**src/rtl/bce_pkg.sv**
```systemverilog
package bce_pkg;
  typedef enum logic [2:0] {
    S_IDLE    = 3'd0,
    S_RD_ADDR = 3'd1,
    S_RD_DATA = 3'd2,
    S_WR_ADDR = 3'd3,
    S_WR_DATA = 3'd4,
    S_DONE    = 3'd5
  } bce_state_e;
endpackage

```
**src/rtl/bce_bitop.sv**
```systemverilog
module bce_bitop #(
  parameter int DATA_W = 16
) (
  input  logic [DATA_W-1:0] word_in,
  input  logic [DATA_W-1:0] mask_in,
  output logic              any_set,
  output logic [DATA_W-1:0] merged
);
  always_comb begin
    any_set = |(word_in & mask_in);
    merged  = word_in | mask_in;
  end
endmodule

```
**src/rtl/bce_sequencer.sv**
```systemverilog
module bce_sequencer
  import bce_pkg::*;
(
  input  logic       clk,
  input  logic       rst,
  input  logic       start_mem,
  input  logic       start_reg,
  input  logic       rd_ack,
  input  logic       wr_ack,
  output bce_state_e state
);
  bce_state_e nxt;

  always_comb begin
    nxt = state;
    unique case (state)
      S_IDLE: begin
        if (start_reg)      nxt = S_DONE;
        else if (start_mem) nxt = S_RD_ADDR;
      end
      S_RD_ADDR: nxt = S_RD_DATA;
      S_RD_DATA: if (rd_ack) nxt = S_WR_ADDR;
      S_WR_ADDR: nxt = S_WR_DATA;
      S_WR_DATA: if (wr_ack) nxt = S_DONE;
      S_DONE:    nxt = S_IDLE;
      default:   nxt = S_IDLE;
    endcase
  end

  always_ff @(posedge clk) begin
    if (rst) state <= S_IDLE;
    else     state <= nxt;
  end
endmodule

```
**src/rtl/bce_verdict.sv**
```systemverilog
module bce_verdict (
  input  logic clk,
  input  logic rst,
  input  logic reg_load,
  input  logic reg_hit,
  input  logic wr_load,
  input  logic mem_hit,
  input  logic wr_ok,
  output logic t_flag
);
  always_ff @(posedge clk) begin
    if (rst)           t_flag <= 1'b0;
    else if (reg_load) t_flag <= reg_hit;
    else if (wr_load)  t_flag <= mem_hit | ~wr_ok;
  end
endmodule

```
**src/rtl/bit_claim_engine.sv**
```systemverilog
module bit_claim_engine
  import bce_pkg::*;
#(
  parameter int DATA_W = 16,
  parameter int ADDR_W = 16
) (
  input  logic              clk,
  input  logic              rst,
  input  logic              cmd_valid,
  output logic              cmd_ready,
  input  logic [ADDR_W-1:0] cmd_addr,
  input  logic [DATA_W-1:0] cmd_mask,
  input  logic              cmd_to_reg,
  input  logic [DATA_W-1:0] cmd_reg_value,
  output logic              busy,
  output logic              mem_rd_req,
  output logic              mem_wr_req,
  output logic              mem_lock,
  output logic [ADDR_W-1:0] mem_addr,
  output logic [DATA_W-1:0] mem_wdata,
  input  logic              mem_rd_ack,
  input  logic [DATA_W-1:0] mem_rdata,
  input  logic              mem_wr_ack,
  input  logic              mem_wr_ok,
  output logic              done,
  output logic              test_flag,
  output logic [DATA_W-1:0] result_word
);
  bce_state_e        state;
  logic              accept, start_mem, start_reg, rd_take, wr_take;
  logic [ADDR_W-1:0] addr_q;
  logic [DATA_W-1:0] mask_q, merged_q, op_word, op_mask, op_merged;
  logic              hit_q, op_hit;

  assign cmd_ready = (state == S_IDLE);
  assign accept    = cmd_valid & cmd_ready;
  assign start_mem = accept & ~cmd_to_reg;
  assign start_reg = accept & cmd_to_reg;
  assign rd_take   = (state == S_RD_DATA) & mem_rd_ack;
  assign wr_take   = (state == S_WR_DATA) & mem_wr_ack;

  // In idle the operand is the register word; afterwards it is the bus word.
  assign op_word = cmd_ready ? cmd_reg_value : mem_rdata;
  assign op_mask = cmd_ready ? cmd_mask : mask_q;

  bce_bitop #(.DATA_W(DATA_W)) u_bitop (
    .word_in (op_word),
    .mask_in (op_mask),
    .any_set (op_hit),
    .merged  (op_merged)
  );

  bce_sequencer u_seq (
    .clk       (clk),
    .rst       (rst),
    .start_mem (start_mem),
    .start_reg (start_reg),
    .rd_ack    (mem_rd_ack),
    .wr_ack    (mem_wr_ack),
    .state     (state)
  );

  bce_verdict u_verdict (
    .clk      (clk),
    .rst      (rst),
    .reg_load (start_reg),
    .reg_hit  (op_hit),
    .wr_load  (wr_take),
    .mem_hit  (hit_q),
    .wr_ok    (mem_wr_ok),
    .t_flag   (test_flag)
  );

  always_ff @(posedge clk) begin
    if (rst) begin
      addr_q   <= '0;
      mask_q   <= '0;
      merged_q <= '0;
      hit_q    <= 1'b0;
    end else begin
      if (accept) begin
        addr_q <= cmd_addr;
        mask_q <= cmd_mask;
      end
      if (start_reg || rd_take) begin
        merged_q <= op_merged;
        hit_q    <= op_hit;
      end
    end
  end

  always_comb begin
    mem_rd_req  = (state == S_RD_ADDR) || (state == S_RD_DATA);
    mem_wr_req  = (state == S_WR_ADDR) || (state == S_WR_DATA);
    mem_lock    = mem_rd_req || mem_wr_req;
    mem_addr    = addr_q;
    mem_wdata   = merged_q;
    busy        = !cmd_ready;
    done        = (state == S_DONE);
    result_word = merged_q;
  end
endmodule

```
**config.mk**
```make
export PLATFORM = sky130hd
export DESIGN_NAME = bit_claim_engine
export DESIGN_NICKNAME = d
export VERILOG_FILES = /design/src/rtl/bce_pkg.sv /design/src/rtl/bce_bitop.sv /design/src/rtl/bce_sequencer.sv /design/src/rtl/bce_verdict.sv /design/src/rtl/bit_claim_engine.sv
export SDC_FILE = /design/constraint.sdc
export NUM_CORES = 1
export LEC_CHECK = 0
export ABC_CLOCK_PERIOD_IN_PS = 2000
export CAP_MARGIN = 20
export CORE_AREA = 2 2 95 74
export DETAILED_ROUTE_END_ITERATION = 10
export DIE_AREA = 0 0 97 76
export PLACE_DENSITY = 0.79
export SKIP_CTS_REPAIR_TIMING = 1
export SYNTH_ARGS = -nofsm -noshare
export SYNTH_HDL_FRONTEND = slang
export SYNTH_SLANG_ARGS = --single-unit
```
**constraint.sdc**
```tcl
create_clock -name clk -period 2 [get_ports clk]
set_input_delay 0.4 -clock clk [delete_from_list [all_inputs] [get_ports clk]]
set_output_delay 0.4 -clock clk [all_outputs]
set_load 0.05 [all_outputs]
```
==> impl_metrics.py <==
metrics = {
    "global_route": {
        "grt_pass1_vias": 2588,
        "grt_start_max_net_pins": 29,
        "grt_overflow": 0,
        "grt_util_all_layers": 0.206,
        "antenna_found_initial": 0,
        "grt_pass1_wl_microns": 12500,
    },
    "timing": {
        "post-route-min-period_ps": 1950,
        "finalSetupViolCount": 0,
        "rsz0062_at_grt": "false",
        "skew_ps": 11.9,
        "hold_violations": 0,
        "finalCritPeriodShare": 0.977,
        "drv_slew": 0,
        "fin_tns_setup_ps": 0,
        "worst_pin_slew_ps": 587,
        "finalWorstSetupSlack_ps": 45.9,
        "relSlewSlack": 0.609,
        "max_freq_ghz": 0.512,
    },
    "placement": {
        "portBuffers": 125,
        "placed_cell_area_sq_um": 3770,
        "dp_slack_ps": -58.6,
        "place_congestion": 0.847,
        "dpl.hpwl_microns": 5830,
    },
    "cells_and_area": {
        "diodes": 0,
        "synthToLayoutAreaGrowth_pct": 52.4,
        "drive_gt1_frac": 0.0855,
        "design_area_sq_um": 3860,
        "fin_util": 0.590,
        "layout.nets": 503,
    },
    "logic_synthesis": {
        "synth-warning-count": 0,
        "ys_types": 32,
        "ys_seq_area_frac": 0.419,
        "synth_fp_nets": 393,
        "synthesis.instances": 322,
        "synth_flop_cell": "dfxtp_1",
        "synth_edf_count": 0,
        "syn_area_per_cell_sq_um": 7.86,
        "async_flop_share": 0,
        "ys_ff_latch": 53,
        "synth_area_sq_um": 2530,
    },
    "floorplan": {
        "rows": 26,
        "fp.dieArea_sq_um": 7370,
        "num_io_pins": 126,
        "core_sq_um": 6540,
        "die_w_microns": 97,
        "start_util": 0.387,
        "die_h_microns": 76,
    },
    "clock_network": {
        "cts_buffers": 5,
        "cts.path.max_buffers": 2,
        "cts_tree": "yes",
        "clkLatencyLatePin_ps": 310,
        "h-tree-depth": 2,
        "root_buffer": "clkbuf_8",
        "clkTransAtPathRegs_ps": 90,
        "cts.sinks": 53,
    },
    "worst_setup_path": {
        "cpLargestDelayFamily": "buffers and inverters",
        "endpoint_kind": "output port",
        "cp_max_fo": 3,
        "path_depth": 1,
        "r2r_cells": 6,
        "slowest_stage": "clkdlybuf4s50_1",
        "required_ps": 1600,
        "critPathKind": "register to output port",
        "cp_num_buf_inv": 1,
        "slowest_delay_ps": 830,
        "crit_chain": "clkdlybuf4s50_1",
        "cp-start-kind": "register",
        "cp.arrival_ps": 1550,
    },
    "routing": {
        "routedWlPerCell_microns": 14.7,
        "drt_pre_antenna_iters": 4,
        "vias": 2693,
        "via_per_inst": 5.21,
        "drtIter0Drc": 224,
        "routed_wl_microns": 7620,
        "ant_nets": 0,
        "post-route-drc-count": 0,
    },
    "power_and_ir_drop": {
        "power_mw": 3.57,
        "power.leakage_nw": 1.47,
        "p_per_area_nw_per_um2": 924,
        "ir_worst_vdd_uv": 514,
    },
    "min_path": {
        "hp-class": "register to register",
        "whs_path_depth": 2,
    },
    "job": {
        "cap_violations": 0,
    },
    "outcome": {
        "status": "completed",
    },
}
[where the power goes]
group          switching (mW)  internal, mW
registers              0.0988          1.18
clock network           0.351         0.250
logic                    1.03         0.659
[synthesized netlist by cell type (2+ instances only)]
| cell | instances | area share |
|---|---|---|
| nand3_1 | 3 | 0.0059 |
| dfxtp_1 | 53 | 0.42 |
| nor3_1 | 48 | 0.095 |
| a211oi_1 | 2 | 0.0059 |
| a21o_1 | 2 | 0.0059 |
| nand2_1 | 69 | 0.10 |
| buf_4 | 17 | 0.050 |
| nand2b_1 | 2 | 0.0049 |
| a221oi_1 | 7 | 0.024 |
| clkbuf_1 | 7 | 0.010 |
| inv_1 | 2 | 0.0030 |
| buf_6 | 12 | 0.053 |
| a22o_1 | 6 | 0.021 |
| a22oi_1 | 3 | 0.0089 |
| a21oi_1 | 49 | 0.097 |
| nor2_1 | 21 | 0.031 |
| buf_2 | 4 | 0.0079 |
[logic make-up (layout without fill, tap and decap cells)]
family	Yosys count	in the layout	share of synthesized area
buf+inv	43	154	0.126
simple gates	152	152	0.272
xor+xnor	1	1	0.00346
flops	53	53	0.419
compound gates	73	73	0.179
[flip-flops by register name, indices dropped and copies added (netlist names)]
| name | flops |
|---|---|
| hit_q | 1 |
| mask_q | 16 |
| mem_addr | 16 |
| mem_wdata | 16 |
| u_seq.state | 3 |
| u_verdict.t_flag | 1 |
[placed cells by master (no fill, tap or decap), drive strengths merged, types with 4 or more instances in the layout]
cell,synthesis,final
a22o,6,6
inv,3,4
dfxtp,53,53
nor2,21,21
nor3,48,48
buf,33,25
clkdlybuf4s50,0,117
a21oi,50,50
clkbuf,7,6
a221oi,7,7
nand2,69,69
[layer usage]
| layer | GRT usage | routed length [microns] | part of all wire | up-vias |
|---|---|---|---|---|
| li1 | - | - | - | 1315 |
| met1 | 0.281 | 3380 | 0.44 | 1235 |
| met2 | 0.328 | 3410 | 0.45 | 132 |
| met3 | 0.0541 | 726 | 0.095 | 11 |
| met4 | 0.0507 | 100 | 0.013 | 0 |
| met5 | 0 | 0 | 0 | - |
[final cells by class]
cell class	count	area [sq um]
clock buffers	6	72.6
clock inverters	2	13.8
fillers	583	2680
inverters	3	11.3
multi-input cells	226	1150
flip-flops and latches	53	1060
well taps	84	105
repair buffers	143	1440
[path summary, 6_finish.rpt]
kind	from	to	slack, ps
worst min register to register	mem_addr[15]$_SDFFE_PP0N_	mem_addr[15]$_SDFFE_PP0N_	460
worst max register to register	u_seq.state[1]$_SDFFE_PP0P_	mask_q[2]$_SDFFE_PP0N_	260
worst max-delay path	mem_wdata[4]$_SDFFE_PP0P_	result_word[4]	50
worst min-delay path	mem_addr[15]$_SDFFE_PP0N_	mem_addr[15]$_SDFFE_PP0N_	460
[through the flow]
stage                     std cells  hold slack [ps]
after floorplan                 322              450
after global placement          509              443
after detailed placement        509              448
after CTS                       517              462
after global routing            517              487
final                           517              459
No activity file was read; power rests on OpenSTA's default activity.
